==> config.mk <==
export PLATFORM = sky130hd
export DESIGN_NAME = ic_fill_master
export DESIGN_NICKNAME = d
export VERILOG_FILES = /design/src/rtl/ic_fill_master.sv
export SDC_FILE = /design/constraint.sdc
export NUM_CORES = 1
export LEC_CHECK = 0
export BUFFER_PORTS_ARGS = -buffer_cell sky130_fd_sc_hd__buf_2
export CAP_MARGIN = 10
export CORE_MARGIN = 2
export CORE_UTILIZATION = 35
export DETAILED_ROUTE_END_ITERATION = 8
export GPL_TIMING_DRIVEN = 0
export PLACE_DENSITY = 0.51
export SETUP_SLACK_MARGIN = 0.02
export SYNTH_ARGS = -nofsm -noshare
export SYNTH_HDL_FRONTEND = slang
export SYNTH_SLANG_ARGS = --single-unit
export TNS_END_PERCENT = 50
==> constraint.sdc <==
create_clock -name clk -period 5.1 [get_ports clk]
set_input_delay 0.765 -clock clk [delete_from_list [all_inputs] [get_ports clk]]
set_output_delay 0.765 -clock clk [all_outputs]
set_load 0.03 [all_outputs]
==> src/rtl/ic_fill_master.sv <==
module ic_fill_master #(
  parameter int ADDR_W       = 32,
  parameter int DATA_W       = 32,
  parameter int LINE_WORDS   = 8,
  parameter bit PREFETCH     = 1'b1,
  parameter bit ALWAYS_CACHE = 1'b0
) (
  input  logic              clk,
  input  logic              rst_n,
  input  logic              cache_en,
  input  logic              flush,
  input  logic              req_valid,
  input  logic [ADDR_W-1:0] req_addr,
  output logic              req_ready,
  output logic              byp_valid,
  output logic [ADDR_W-1:0] byp_addr,
  output logic              ar_valid,
  output logic [ADDR_W-1:0] ar_addr,
  output logic [7:0]        ar_len,
  output logic [2:0]        ar_size,
  output logic [1:0]        ar_burst,
  input  logic              ar_ready,
  input  logic              r_valid,
  input  logic [DATA_W-1:0] r_data,
  input  logic [1:0]        r_resp,
  input  logic              r_last,
  output logic              r_ready,
  output logic              fill_valid,
  output logic [ADDR_W-1:0] fill_addr,
  output logic [DATA_W-1:0] fill_data,
  output logic              fill_last,
  output logic              fill_err
);
  localparam bit WIDE    = DATA_W > 32;
  localparam int LW      = WIDE ? DATA_W / 32 : LINE_WORDS;
  localparam int OFF     = $clog2(LW * 4);
  localparam int BEATS   = WIDE ? 1 : LW;
  localparam bit PF_EN   = PREFETCH && !WIDE;
  localparam int MAX_OUT = WIDE ? 1 : (PF_EN ? 5 : 2);
  localparam int TRK_D   = 1 << $clog2(MAX_OUT);
  localparam int PW      = TRK_D > 1 ? $clog2(TRK_D) : 1;
  localparam int SLOTS   = 1 << PW;
  localparam int BW      = BEATS > 1 ? $clog2(BEATS) : 1;
  localparam int LA_W    = ADDR_W - OFF;
  localparam logic [PW:0]   OCC_MAX  = (PW + 1)'(MAX_OUT);
  localparam logic [PW-1:0] LAST_IDX = PW'(TRK_D - 1);

  logic [LA_W-1:0]  ar_line, pf_line;
  logic             ar_pf, ar_sq;
  logic [1:0]       pf_cnt;
  logic [LA_W-1:0]  t_line [SLOTS];
  logic [SLOTS-1:0] t_pf, t_sq;
  logic [PW-1:0]    wp, rp;
  logic [PW:0]      occ;
  logic [BW-1:0]    beat;
  logic             err_acc;

  wire use_cache = ALWAYS_CACHE || cache_en;
  wire can_load  = !ar_valid && (occ < OCC_MAX);
  wire dem_load  = req_valid && use_cache && can_load;
  wire pf_load   = PF_EN && !dem_load && can_load && (pf_cnt != 2'd0) && !flush;
  wire push      = ar_valid && ar_ready;
  wire live_beat = r_valid && (occ != '0);
  wire pop       = live_beat && r_last;
  wire bad       = r_resp != 2'b00;

  assign req_ready = use_cache ? can_load : 1'b1;
  assign byp_valid = req_valid && !use_cache;
  assign byp_addr  = req_addr;

  assign ar_addr  = {ar_line, {OFF{1'b0}}};
  assign ar_len   = 8'(BEATS - 1);
  assign ar_size  = WIDE ? 3'($clog2(DATA_W / 8)) : 3'd2;
  assign ar_burst = 2'b01;
  assign r_ready  = 1'b1;

  assign fill_valid = live_beat && !t_sq[rp];
  assign fill_addr  = {t_line[rp], {OFF{1'b0}}} + {{(ADDR_W-BW-2){1'b0}}, beat, 2'b00};
  assign fill_data  = r_data;
  assign fill_last  = fill_valid && r_last;
  assign fill_err   = fill_last && (err_acc || bad);

  always_ff @(posedge clk) begin
    if (!rst_n) begin
      ar_valid <= 1'b0;
      ar_line  <= '0;
      ar_pf    <= 1'b0;
      ar_sq    <= 1'b0;
    end else begin
      if (dem_load || pf_load) begin
        ar_valid <= 1'b1;
        ar_line  <= dem_load ? req_addr[ADDR_W-1:OFF] : pf_line;
        ar_pf    <= pf_load;
        ar_sq    <= 1'b0;
      end else begin
        if (push) ar_valid <= 1'b0;
        if (flush && ar_valid && ar_pf) ar_sq <= 1'b1;
      end
    end
  end

  always_ff @(posedge clk) begin
    if (!rst_n) begin
      pf_cnt  <= 2'd0;
      pf_line <= '0;
    end else begin
      if (dem_load) begin
        pf_line <= req_addr[ADDR_W-1:OFF] + 1'b1;
        pf_cnt  <= PF_EN ? 2'd2 : 2'd0;
      end else if (pf_load) begin
        pf_line <= pf_line + 1'b1;
        pf_cnt  <= pf_cnt - 1'b1;
      end
      if (flush) pf_cnt <= 2'd0;
    end
  end

  always_ff @(posedge clk) begin
    if (push) t_line[wp] <= ar_line;
  end

  always_ff @(posedge clk) begin
    if (!rst_n) begin
      t_pf    <= '0;
      t_sq    <= '0;
      wp      <= '0;
      rp      <= '0;
      occ     <= '0;
      beat    <= '0;
      err_acc <= 1'b0;
    end else begin
      if (flush) begin
        for (int i = 0; i < SLOTS; i++)
          if (t_pf[i]) t_sq[i] <= 1'b1;
      end
      if (push) begin
        t_pf[wp] <= ar_pf;
        t_sq[wp] <= ar_sq || (flush && ar_pf);
        wp       <= (wp == LAST_IDX) ? '0 : wp + 1'b1;
      end
      if (pop) rp <= (rp == LAST_IDX) ? '0 : rp + 1'b1;
      occ <= occ + (PW + 1)'(push) - (PW + 1)'(pop);
      if (live_beat) begin
        beat    <= r_last ? '0 : beat + 1'b1;
        err_acc <= r_last ? 1'b0 : (err_acc || bad);
      end
    end
  end
endmodule


==> results.toml <==
[layout]
fin_cells = 1804
final_nets = 1348
layout_common_cells = "216 x edfxtp_1, 171 x buf_2, 92 x buf_4, 92 x dfxtp_1, 84 x nand2_1"
drive_gt1_frac = 0.344
finish.utilization = 0.432
area_growth_syn_to_layout_pct = 21.4
diodes = 0
layout_commonest_cell = "edfxtp_1"
stdcell_area_sq_mm = 0.0168

[floorplanning]
core_sq_mm = 0.0388
rows = 72
die_area_sq_mm = 0.0411
die_w_microns = 203
ioPinCount = 222
initial_utilization = 0.356
fp.dieH_microns = 203

[synth]
synth_warnings = 0
syn_area_sq_mm = 0.0138
netlist.area_leader.share = 0.470
postSynthCellCount = 1021
ys.flop_type = "edfxtp_1"
synth_top_cell_by_area = "edfxtp_1"
yosysSeqAreaShare = 0.603
yosys-top-cells-area = "edfxtp_1 47%, dfxtp_1 13%, mux4_2 9.1%, buf_4 4.7%, mux2_2 2.4%"
avgSynthCellArea_sq_um = 13.5
async_flop_share = 0
ys_ff_latch = 308
synth_edf_count = 216
synth.distinct_cells = 64

[drt]
first_pass_iters = 5
drt_wl_total_microns = 35700
viasPerCell = 5.01
vias = 9042
drt_iter0_drc = 626
routedWlPerCell_microns = 19.8
drcViolationCount = 0
final_antenna_net_count = 0

[sta]
maxSlewViolCount = 0
rsz0062_at_grt = "false"
fmax_mhz = 209
slew_headroom = 0.298
finClkSkew_ns = 0.0127
worst_hold_slack_ns = 0.482
hold_violations = 0
finalCriticalPeriod_ns = 4.79
fin_crit_sh = 0.939
tightest_slew_ns = 1.05
setup_violations = 0

[placement]
place_congestion = 0.898
post-place-cells = 1741
portBuffers = 162
hpwlAfterDp_microns = 26200
place_area_sq_mm = 0.0156

[pwr]
ir_worst_vdd_mv = 0.181
p_leak_nw = 5.95
power.density_mw_per_mm2 = 391
total_power_w = 0.00655

[cts]
cts_root_buf = "clkbuf_16"
clock-sinks = 308
cts_buffers = 35
cts_max_path_buffers = 3
cts.clk_slew.worst_paths_ns = 0.06
htree_levels = 2
holdBufCountCts = 0
cts_tree = "done"
worstSkewPairLatency_ns = 0.51

[outcome]
status = "complete, no violations"

[global_routing]
grt_start_max_net_pins = 21
grt_pass1_vias = 8956
grt.total_usage = 0.172
overflow = 0
antenna_found_initial = 0
grt_pass1_wl_microns = 54400

[critical_path]
cp_num_buf_inv = 6
crit_path_end_kind = "flop"
slowest_delay_ns = 0.52
slowest_stage = "clkbuf_1"
critical_path_required_ns = 5.52
worst_ep_arrival_time_ns = 5.21
worstSetupPathType = "flop to flop"
critPathTopFamily = "buffers and inverters"
worstPathCellList = "inv_1 > ha_1 > o21ai_1 > nand2_2 > clkbuf_1 > clkbuf_1 > clkbuf_2 > nand2_1 > nand2_1 > ha_1 > and3_1 > nand3_1 > mux2_4 > buf_6 > buf_2 > nor3_1 > nand4_1 > o221ai_1"
worstPathMaxFanout = 10
critPathLaunchType = "flop"

[min_path]
hp-class = "flop to flop"

[job]
maxCapViolations = 0
==> worst paths after layout <==
path | slack, ns | to | depth (start not counted) | start
max | 0.31 | pf_line[22] | 18 | occ[3]
min | 0.48 | t_pf[0] | 2 | t_pf[0]
max reg2reg | 0.31 | pf_line[22] | 18 | occ[3]
min reg2reg | 0.48 | t_pf[0] | 2 | t_pf[0]
==> cell type report <==
type | count | area (sq um)
Clock buffer | 38 | 930
Tap cell | 518 | 648
Multi-Input combinational cell | 581 | 4680
Fill cell | 3631 | 22100
Buffer | 137 | 876
Sequential cell | 308 | 8330
Timing Repair Buffer | 183 | 1050
Clock inverter | 25 | 195
Inverter | 14 | 52.6
==> through the flow <==
stage          TNS, ns  setup WS, ns
3_5_place_dp    -0.120        -0.120
2_1_floorplan        0         0.824
3_3_place_gp   -148.50         -2.39
5_1_grt              0        0.0857
6_report             0         0.310
4_1_cts              0         0.211
==> cells in the mapped netlist, drive strengths merged, types with 3 or more instances <==
library cell  count
o22ai             4
o21a              5
mux4             56
dfxtp            92
xnor2            27
nor4             11
a211oi           32
a2111oi           3
clkbuf           32
xor2             13
inv              14
and3             12
a311oi           26
a21oi            26
nand4            20
o21ai             9
nand2            85
ha               13
buf             105
and4              3
nor3             37
edfxtp          216
mux2i            12
nand3            24
nor2             77
mux2             30
nand2b            3
==> metal layers <==
metal,share of wire,global-route usage,vias to the layer above,wire length (microns)
li1,-,-,4267,-
met1,0.45,0.245,4428,16200
met2,0.47,0.278,296,16700
met5,0,0,-,0
met4,0.021,0.0459,0,766
met3,0.057,0.0250,51,2020
==> state kept, by name (all words and copies together) (netlist names), named ones only <==
| name | count |
|---|---|
| ar_line | 27 |
| ar_pf | 1 |
| ar_sq | 1 |
| ar_valid | 1 |
| beat | 3 |
| err_acc | 1 |
| occ | 4 |
| pf_cnt | 2 |
| pf_line | 27 |
| rp | 3 |
| t_line | 216 |
| t_pf | 8 |
| t_sq | 8 |
| wp | 3 |
==> where the power goes <==
| group | internal, W | total [W] | switching [W] |
|---|---|---|---|
| sequential | 0.00283 | 0.00299 | 0.000162 |
| combinational | 0.000429 | 0.00111 | 0.000677 |
| clock | 0.00147 | 0.00245 | 0.000984 |
==> kinds of logic (layout without fill, tap and decap cells) <==
logic type | count (synthesis) | in the layout | synth area share
adders and majority gates | 14 | 14 | 0.0132
and+or+nand+nor | 290 | 290 | 0.103
xor gates and xnor gates | 40 | 40 | 0.0254
other | 2 | 21 | 0.000544
AOI/OAI and AO/OA | 118 | 118 | 0.0627
DFF | 308 | 308 | 0.603
muxes | 98 | 98 | 0.125
buffers and inverters | 151 | 397 | 0.0671
==> worst reg2reg max path, cell delays in order (launching register included) <==
cell	delay [ns]
dfxtp_1	0.33
inv_1	0.09
ha_1	0.16
o21ai_1	0.24
nand2_2	0.26
clkbuf_1	0.52
clkbuf_1	0.45
clkbuf_2	0.36
nand2_1	0.09
nand2_1	0.08
ha_1	0.29
and3_1	0.31
nand3_1	0.13
mux2_4	0.30
buf_6	0.15
buf_2	0.22
nor3_1	0.44
nand4_1	0.17
o221ai_1	0.12
==> repair_timing <==
action / in CTS / in global routing
endpoints found under the setup margin: 0 / 1
buffers inserted: 0 / 0
gates resized for setup: 0 / 2
No activity file was read; power rests on OpenSTA's default activity.
